[config.mk]
export PLATFORM = sky130hd
export DESIGN_NAME = dram_init_xlate
export DESIGN_NICKNAME = d
export VERILOG_FILES = /design/src/rtl/dix_pkg.sv /design/src/rtl/dix_mode_reg.sv /design/src/rtl/dix_cmd_enc.sv /design/src/rtl/dix_pwr_fsm.sv /design/src/rtl/dram_init_xlate.sv
export SDC_FILE = /design/constraint.sdc
export NUM_CORES = 1
export LEC_CHECK = 0
export ABC_AREA = 0
export BUFFER_PORTS_ARGS = -buffer_cell sky130_fd_sc_hd__buf_2
export CAP_MARGIN = 40
export CORE_UTILIZATION = 48
export CTS_CLUSTER_DIAMETER = 50
export DETAILED_ROUTE_END_ITERATION = 6
export GPL_ROUTABILITY_DRIVEN = 0
export GPL_TIMING_DRIVEN = 0
export PLACE_DENSITY = 0.8
export SLEW_MARGIN = 10
export SYNTH_ARGS = -nofsm -noshare
export SYNTH_HDL_FRONTEND = slang
export SYNTH_HIERARCHICAL = 1
export SYNTH_SLANG_ARGS = --single-unit
[constraint.sdc]
create_clock -name clk -period 1.7 [get_ports clk]
set_input_delay 0.34 -clock clk [delete_from_list [all_inputs] [get_ports clk]]
set_output_delay 0.34 -clock clk [all_outputs]
set_load 0.05 [all_outputs]
[src/rtl/dix_pkg.sv]
package dix_pkg;

    typedef enum logic [2:0] {
        MD_IDLE = 3'd0,
        MD_NOP  = 3'd1,
        MD_PREA = 3'd2,
        MD_MRS  = 3'd3,
        MD_EMRS = 3'd4,
        MD_RSVD = 3'd5,
        MD_AREF = 3'd6,
        MD_NORM = 3'd7
    } mode_e;

    typedef enum logic [2:0] {
        CK_NOP,
        CK_PREA,
        CK_MRS,
        CK_EMRS,
        CK_AREF
    } cmd_e;

    typedef enum logic [2:0] {
        ST_CKE_OFF,
        ST_RUN,
        ST_FLUSH,
        ST_SR_ENTRY,
        ST_SR_HOLD,
        ST_SR_EXIT,
        ST_SUSP_HOLD
    } state_e;

    function automatic cmd_e mode_to_cmd(input mode_e m);
        cmd_e c;
        case (m)
            MD_PREA: c = CK_PREA;
            MD_MRS:  c = CK_MRS;
            MD_EMRS: c = CK_EMRS;
            MD_AREF: c = CK_AREF;
            default: c = CK_NOP;
        endcase
        return c;
    endfunction

endpackage

[src/rtl/dix_mode_reg.sv]
module dix_mode_reg
    import dix_pkg::*;
(
    input  logic       clk,
    input  logic       rst_n,
    input  logic       wr_en,
    input  logic [2:0] wr_data,
    output mode_e      mode_q
);

    always_ff @(posedge clk) begin
        if (!rst_n) begin
            mode_q <= MD_IDLE;
        end else if (wr_en && (wr_data != 3'(MD_RSVD))) begin
            mode_q <= mode_e'(wr_data);
        end
    end

endmodule

[src/rtl/dix_cmd_enc.sv]
module dix_cmd_enc
    import dix_pkg::*;
#(
    parameter int MA_W   = 13,
    parameter int BA_W   = 2,
    parameter int AP_BIT = 10
) (
    input  cmd_e              cmd,
    input  logic [MA_W-1:0]   addr,
    output logic              cs_n,
    output logic              ras_n,
    output logic              cas_n,
    output logic              we_n,
    output logic [BA_W-1:0]   ba,
    output logic [MA_W-1:0]   ma
);

    always_comb begin
        cs_n  = 1'b0;
        ras_n = 1'b1;
        cas_n = 1'b1;
        we_n  = 1'b1;
        ba    = '0;
        ma    = '0;
        unique case (cmd)
            CK_NOP: begin
            end
            CK_PREA: begin
                ras_n      = 1'b0;
                we_n       = 1'b0;
                ma[AP_BIT] = 1'b1;
            end
            CK_MRS: begin
                ras_n = 1'b0;
                cas_n = 1'b0;
                we_n  = 1'b0;
                ma    = addr;
            end
            CK_EMRS: begin
                ras_n = 1'b0;
                cas_n = 1'b0;
                we_n  = 1'b0;
                ba    = BA_W'(1);
                ma    = addr;
            end
            CK_AREF: begin
                ras_n = 1'b0;
                cas_n = 1'b0;
            end
            default: begin
            end
        endcase
    end

endmodule

[src/rtl/dix_pwr_fsm.sv]
module dix_pwr_fsm
    import dix_pkg::*;
#(
    parameter int HADDR_W   = 16,
    parameter int MA_W      = 13,
    parameter int MA_LSB    = 3,
    parameter int CNT_W     = 4,
    parameter int EXIT_NOPS = 2
) (
    input  logic               clk,
    input  logic               rst_n,
    input  mode_e              mode,
    input  logic               host_req,
    input  logic [HADDR_W-1:0] host_addr,
    input  logic               susp_req,
    input  logic               lp_req,
    input  logic [CNT_W-1:0]   pend_cnt,
    output logic               cke_q,
    output cmd_e               cmd_q,
    output logic [MA_W-1:0]    maddr_q,
    output logic               ack_q,
    output logic               pv_q,
    output logic [HADDR_W-1:0] paddr_q
);

    localparam int XW = (EXIT_NOPS < 2) ? 1 : $clog2(EXIT_NOPS);
    localparam logic [XW-1:0] X_LAST = XW'(EXIT_NOPS - 1);

    state_e             st_q, st_d;
    logic               susp_q, susp_d;
    logic [XW-1:0]      xcnt_q, xcnt_d;
    logic               cke_d, ack_d, pv_d;
    cmd_e               cmd_d;
    logic [MA_W-1:0]    maddr_d;
    logic [HADDR_W-1:0] paddr_d;

    // state register
    always_ff @(posedge clk) begin
        if (!rst_n) begin
            st_q <= ST_CKE_OFF;
        end else begin
            st_q <= st_d;
        end
    end

    // next state and next outputs
    always_comb begin
        st_d    = st_q;
        susp_d  = susp_q;
        xcnt_d  = xcnt_q;
        cke_d   = cke_q;
        cmd_d   = CK_NOP;
        maddr_d = '0;
        ack_d   = 1'b0;
        pv_d    = 1'b0;
        paddr_d = paddr_q;
        unique case (st_q)
            ST_CKE_OFF: begin
                cke_d = 1'b0;
                if (mode != MD_IDLE) begin
                    st_d  = ST_RUN;
                    cke_d = 1'b1;
                end
            end
            ST_RUN: begin
                cke_d = 1'b1;
                if (susp_req || lp_req) begin
                    st_d   = ST_FLUSH;
                    susp_d = susp_req;
                end else if (host_req && !ack_q) begin
                    ack_d = 1'b1;
                    if (mode == MD_NORM) begin
                        pv_d    = 1'b1;
                        paddr_d = host_addr;
                    end else begin
                        cmd_d   = mode_to_cmd(mode);
                        maddr_d = host_addr[MA_LSB +: MA_W];
                    end
                end
            end
            ST_FLUSH: begin
                if (susp_req) begin
                    susp_d = 1'b1;
                end
                if (pend_cnt == '0) begin
                    st_d  = ST_SR_ENTRY;
                    cke_d = 1'b0;
                    cmd_d = CK_AREF;
                end
            end
            ST_SR_ENTRY: begin
                cke_d = 1'b0;
                st_d  = susp_q ? ST_SUSP_HOLD : ST_SR_HOLD;
            end
            ST_SR_HOLD: begin
                cke_d = 1'b0;
                if (susp_req) begin
                    st_d = ST_SUSP_HOLD;
                end else if (!lp_req) begin
                    st_d   = ST_SR_EXIT;
                    cke_d  = 1'b1;
                    xcnt_d = '0;
                end
            end
            ST_SR_EXIT: begin
                cke_d = 1'b1;
                if (xcnt_q == X_LAST) begin
                    st_d = ST_RUN;
                end else begin
                    xcnt_d = xcnt_q + 1'b1;
                end
            end
            ST_SUSP_HOLD: begin
                cke_d = 1'b0;
            end
            default: begin
                st_d = ST_CKE_OFF;
            end
        endcase
    end

    // registered outputs
    always_ff @(posedge clk) begin
        if (!rst_n) begin
            susp_q  <= 1'b0;
            xcnt_q  <= '0;
            cke_q   <= 1'b0;
            cmd_q   <= CK_NOP;
            maddr_q <= '0;
            ack_q   <= 1'b0;
            pv_q    <= 1'b0;
            paddr_q <= '0;
        end else begin
            susp_q  <= susp_d;
            xcnt_q  <= xcnt_d;
            cke_q   <= cke_d;
            cmd_q   <= cmd_d;
            maddr_q <= maddr_d;
            ack_q   <= ack_d;
            pv_q    <= pv_d;
            paddr_q <= paddr_d;
        end
    end

endmodule

[src/rtl/dram_init_xlate.sv]
module dram_init_xlate
    import dix_pkg::*;
#(
    parameter int NCKE      = 2,
    parameter int HADDR_W   = 16,
    parameter int MA_W      = 13,
    parameter int MA_LSB    = 3,
    parameter int BA_W      = 2,
    parameter int CNT_W     = 4,
    parameter int EXIT_NOPS = 2
) (
    input  logic               clk,
    input  logic               rst_n,
    input  logic               mode_wr_en,
    input  logic [2:0]         mode_wr_data,
    output logic [2:0]         mode_q,
    input  logic               host_req,
    input  logic [HADDR_W-1:0] host_addr,
    output logic               host_ack,
    output logic               pass_valid,
    output logic [HADDR_W-1:0] pass_addr,
    input  logic               susp_req,
    input  logic               lp_req,
    input  logic [CNT_W-1:0]   pend_cnt,
    output logic [NCKE-1:0]    dram_cke,
    output logic               dram_cs_n,
    output logic               dram_ras_n,
    output logic               dram_cas_n,
    output logic               dram_we_n,
    output logic [BA_W-1:0]    dram_ba,
    output logic [MA_W-1:0]    dram_ma
);

    mode_e           mode;
    cmd_e            cmd;
    logic [MA_W-1:0] maddr;
    logic            cke_one;

    dix_mode_reg u_mode (
        .clk     (clk),
        .rst_n   (rst_n),
        .wr_en   (mode_wr_en),
        .wr_data (mode_wr_data),
        .mode_q  (mode)
    );

    assign mode_q = 3'(mode);

    dix_pwr_fsm #(
        .HADDR_W   (HADDR_W),
        .MA_W      (MA_W),
        .MA_LSB    (MA_LSB),
        .CNT_W     (CNT_W),
        .EXIT_NOPS (EXIT_NOPS)
    ) u_fsm (
        .clk       (clk),
        .rst_n     (rst_n),
        .mode      (mode),
        .host_req  (host_req),
        .host_addr (host_addr),
        .susp_req  (susp_req),
        .lp_req    (lp_req),
        .pend_cnt  (pend_cnt),
        .cke_q     (cke_one),
        .cmd_q     (cmd),
        .maddr_q   (maddr),
        .ack_q     (host_ack),
        .pv_q      (pass_valid),
        .paddr_q   (pass_addr)
    );

    dix_cmd_enc #(
        .MA_W (MA_W),
        .BA_W (BA_W)
    ) u_enc (
        .cmd   (cmd),
        .addr  (maddr),
        .cs_n  (dram_cs_n),
        .ras_n (dram_ras_n),
        .cas_n (dram_cas_n),
        .we_n  (dram_we_n),
        .ba    (dram_ba),
        .ma    (dram_ma)
    );

    for (genvar g = 0; g < NCKE; g++) begin : g_cke
        assign dram_cke[g] = cke_one;
    end

endmodule

# Word level (Yosys, flattened, before mapping)
# Cells that the tools add are included.
# word_totals
regBits,43
input_bits,29
output_inout_bits,42
elab_cells,99
# op_classes
add_sub_neg,1
eq_ne,24
mux,35
n_bitwise,5
n_reduce_logical,24
# op_table
cell,n
2-to-1 mux 3 bit,10
"== test 3 bit, second input constant",7
case mux 3 bit (7 select lines),1
"== test 3 x 2 -> 1 bit, second input constant",6
2-to-1 mux 1 bit,15
case mux 3 bit (4 select lines),1
2-to-1 mux 10 bit,1
OR reduction 3 bit,3
"!= test 2 x 1 -> 1 bit, second input constant",4
OR reduction 4 bit,2
"== test 3 x 1 -> 1 bit, second input constant",2
"!= test 2 bit, second input constant",3
"!= test 3 bit, second input constant",2
case mux 1 bit (2 select lines),3
case mux 3 bit (2 select lines),1
AND reduction 3 bit,2
AND reduction 6 bit,1
OR reduction 2 bit,3
inverter 1 bit,5
case mux 1 bit (5 select lines),1
nonzero test 5 bit,1
OR reduction 5 bit,1
logical NOT 4 bit,1
2-to-1 mux 2 bit,2
other kinds (9),11

# Depth between registers and ports, before layout
# depth
word_depth,6
ltp_mapped,6
depth_no_buf,4

# By module
# The synthesis kept the hierarchy.
# by_module_without_submodules
module,n_inst,cells_per_inst,area_each_um2
dix_pwr_fsm,1,153,1589.0
dix_cmd_enc,1,24,180.2
dix_mode_reg,1,15,126.4
dram_init_xlate,1,2,15.0

# Worst setup path after synthesis
# No wires, ideal clock.
# synth_path
path_kind,flip-flop to flip-flop
startpoint,reg u_mode.mode_q[1]
endpoint,reg u_fsm.paddr_q[10]
t_arrival_ns,1.644
path_slack_ns,-0.061
stages_incl_launch_ff,6
n_path_buf,1
cell_sequence,dfxtp_1 -> and3_1 -> nand3_4 -> buf_6 -> mux2i_1 -> nor2b_1
# synth_between
elab_chain_cells,2
# synth_rtl
item,line,source
from (decl),dix_mode_reg.sv:8,output mode_e mode_q
from (signal assigned),dix_mode_reg.sv:15,mode_q <= mode_e'(wr_data);
== test 3 bit,dix_pwr_fsm.sv:72,if (mode == MD_NORM) begin
AND reduction 4 bit (no source line),-,
to (signal assigned),dix_pwr_fsm.sv:141,paddr_q <= paddr_d;
to (decl),dix_pwr_fsm.sv:23,output logic [HADDR_W-1:0] paddr_q
# No other way between the ends.
# A chain may end at the register's enable or synchronous reset.

# Final worst setup path
# layout_path
startpoint,reg u_fsm.cmd_q[1]
endpoint,out dram_ba[0]
# layout_between
elab_chain_cells,2
# layout_rtl
item,line,source
from (decl),dix_pwr_fsm.sv:19,"output cmd_e cmd_q,"
from (signal assigned),dix_pwr_fsm.sv:137,cmd_q <= cmd_d;
== test 3 x 2 -> 1 bit,dix_cmd_enc.sv:25,unique case (cmd)
2-to-1 mux 1 bit,dix_cmd_enc.sv:25,
to (decl),dram_init_xlate.sv:30,"output logic [BA_W-1:0] dram_ba,"
# No other way between the ends.

==> reports/results.ini <==
[power_and_ir_drop]
clockPowerShare_pct = 31.3
pwr-share-seq_pct = 53.4
switching_power_uw = 556
swShare_pct = 27.7
p_int_uw = 1450
power_uw = 2010
vdd_drop_max_v = 0.000589
cellPowerDensity_nw_per_um2 = 811
leakagePower_uw = 0.00121
p_comb_share_pct = 15.3

[floorplan]
die_y_um = 65.1
start_util_pct = 51.0
coreArea_um2 = 3740
rows = 22
io_pins = 71
die_x_um = 65.1
design.die.area_um2 = 4240

[clock_network]
clockBufferDepth = 2
clkSinkCount = 43
htreeDepth = 2
cts_buffers = 5
clkTransAtPathRegs_ns = 0.08
postCtsHoldBufs = 0
cts_tree = done
root_buffer = clkbuf_8
clock_latency_ns = 0.29

[worst_setup_path]
path_cells = nor2b_4 > buf_6 > and2_1 > buf_6
cp.arrival_ns = 1.31
worstSetupEndpointType = output port
r2r-start = u_fsm/st_q[2]
slowest_stage = dfxtp_2
critPathTopFamily = flip-flops
worstReg2RegEnd = u_fsm/st_q[0]
critPathMaxStageDelay_ns = 0.35
crit_start = u_fsm/cmd_q[1]
path_max_fanout = 10
r2r_setup_slack_ns = 0.15
worstSetupStartpointType = flop
path_class = reg -> out
required_ns = 1.36
critPathBufInv = 2
crit_top_cell = buf_6
reg2reg_depth = 5

[grt]
antenna_found_initial = 0
grt_max_degree = 14
overflow = 0
grt_pass1_vias = 1355
grt_usage_pct = 19.1
grt_pass1_wl_mm = 6.18

[placement]
dp_slack_ns = -0.0731
port_buffers = 68
dp_hpwl_mm = 2.81
dp_cells = 311

[timing]
fin_crit_sh_pct = 97.1
rsz0062_at_grt = true
clock_skew_ns = 0.00838
setup_ws_ns = 0.0490
slew_violations = 0
setup_viol = 0
setup_tns_ns = 0
min_period_ns = 1.65
fmax_mhz = 606
hold_viol = 0

[min_path]
worstHoldEndpoint = u_fsm/maddr_q[10]
holdPathStages = 2
holdCritPathClass = in -> reg
min_from = host_addr[13]

[synth]
ys.flop_type = dfxtp_1
ys_seq_area_share_pct = 45.1
yosysMostFrequentCell = dfxtp_1
synth_edf_count = 0
synth_cell_types = 44
postSynthAreaPerCell_um2 = 9.85
synth_common_cells = dfxtp_1 (43), and2_1 (18), mux2i_1 (18), nor2b_1 (18), nor2_1 (13)
synth_area_leaders = dfxtp_1 (45%), mux2i_1 (9.4%), and2_1 (5.9%)
synth_warnings = 6
synth_cells = 194
netlist.top_cell.by_area = dfxtp_1
synth_top_cell_area_share_pct = 45.1
async_flop_share_pct = 0
synthesis.area_um2 = 1910
synth.ff_latch_count = 43

[route]
drc = 0
vias = 1591
drt_iter0_markers = 64
wl_per_cell_um = 12.0
wl_mm = 3.82
drtPass1Iterations = 4
ant_nets = 0
vias_per_cell = 4.97

[layout]
fin_nets = 300
n_antenna_cell = 0
area_growth_pct = 29.7
drive_gt1_share_pct = 39.7
final_cells = 320

[flow_run]
cap_viol_max_count = 0

[run_status]
run_status = finished, final reports clean

==> power groups by stage <==
stage                     Combinational (uW)  Sequential (uW)  Clock [uW]
after floorplan                          205             1100           0
after detailed placement                 305             1100           0
after CTS                                307             1070         644
final                                    308             1070         629
after global routing                     334             1080         699
after global placement                   301             1090           0
==> flip-flops by register name (all words and copies together), names as in the netlist <==
register       flops
u_fsm/ack_q        1
u_fsm/cke_q        1
u_fsm/cmd_q        3
u_fsm/maddr_q     13
u_fsm/paddr_q     16
u_fsm/pv_q         1
u_fsm/st_q         3
u_fsm/susp_q       1
u_fsm/xcnt_q       1
u_mode/mode_q      3
==> stage by stage <==
step	cell area [um^2]	hold slack [ns]	utilization [%]
after global routing	2480	0.252	66.2
after detailed placement	2320	0.485	62.0
final	2480	0.259	66.2
after CTS	2470	0.254	66.0
after floorplan	1920	0.453	-
after global placement	2320	0.473	62.0
==> timing repair <==
action                     CTS  global route
setup endpoints to repair   18            16
buffers inserted             1             0
pin swaps                    1             0
resized for setup           19             3
==> worst max-delay path by stage <==
stage,endpoint,slack [ns],depth (start not counted)
2_1_floorplan,dram_ras_n,0.08,2
3_3_place_gp,u_fsm/paddr_q[9],-0.04,6
3_5_place_dp,u_fsm/paddr_q[7],-0.07,6
4_1_cts,dram_ma[6],0.001,4
5_1_grt,dram_ras_n,-0.03,3
6_report,dram_ba[0],0.05,4
==> cell families (layout without fill, tap and decap cells) <==
kind of cell	after synthesis	count (layout)	share of synthesized area, %
AOI/OAI and AO/OA	24	24	8.38
buffers and inverters	18	95	5.70
muxes	18	18	9.43
and+or+nand+nor	87	87	29.9
xor gates and xnor gates	3	3	1.38
DFF	43	43	45.1
other	1	2	0.196
==> metal layers <==
metal  part of all wire [%]  up-vias  wire length [um]  GRT usage, %
met5                      0        -                 0             0
met4                    1.8        0                69          8.97
met3                    7.4        8               284          5.21
met2                     47       70              1800          31.5
met1                     44      717              1670          23.1
li1                       -      796                 -             -
==> worst reg2reg max path: stages (launching register included) <==
cell and delay (ns):
dfxtp_1 0.31, buf_6 0.13, nor4_1 0.46, nor2_1 0.08, a221o_1 0.35, o211a_1 0.12
==> cell type report <==
class	count	area, um^2
tap	48	60.1
clock buffer	6	72.6
clock inverter	2	12.5
sequential	43	868
multi-input combinational	134	951
fill	326	1270
buffer	13	90.1
timing repair buffer	69	404
inverter	5	18.8
==> layout by cell type (no fill, tap or decap), types with 4 or more instances in the layout <==
| cell | n |
|---|---|
| buf_2 | 59 |
| nor2b_1 | 18 |
| clkbuf_1 | 6 |
| a21oi_1 | 6 |
| dfxtp_1 | 37 |
| and2_2 | 4 |
| nor2_1 | 13 |
| o21ai_0 | 5 |
| nand2b_1 | 4 |
| clkbuf_8 | 5 |
| nand2_1 | 5 |
| and2_4 | 6 |
| mux2i_1 | 18 |
| buf_4 | 6 |
| inv_1 | 5 |
| and2_1 | 17 |
| buf_6 | 12 |
| dfxtp_2 | 6 |
Note: power is estimated with default switching activity, not from simulation.
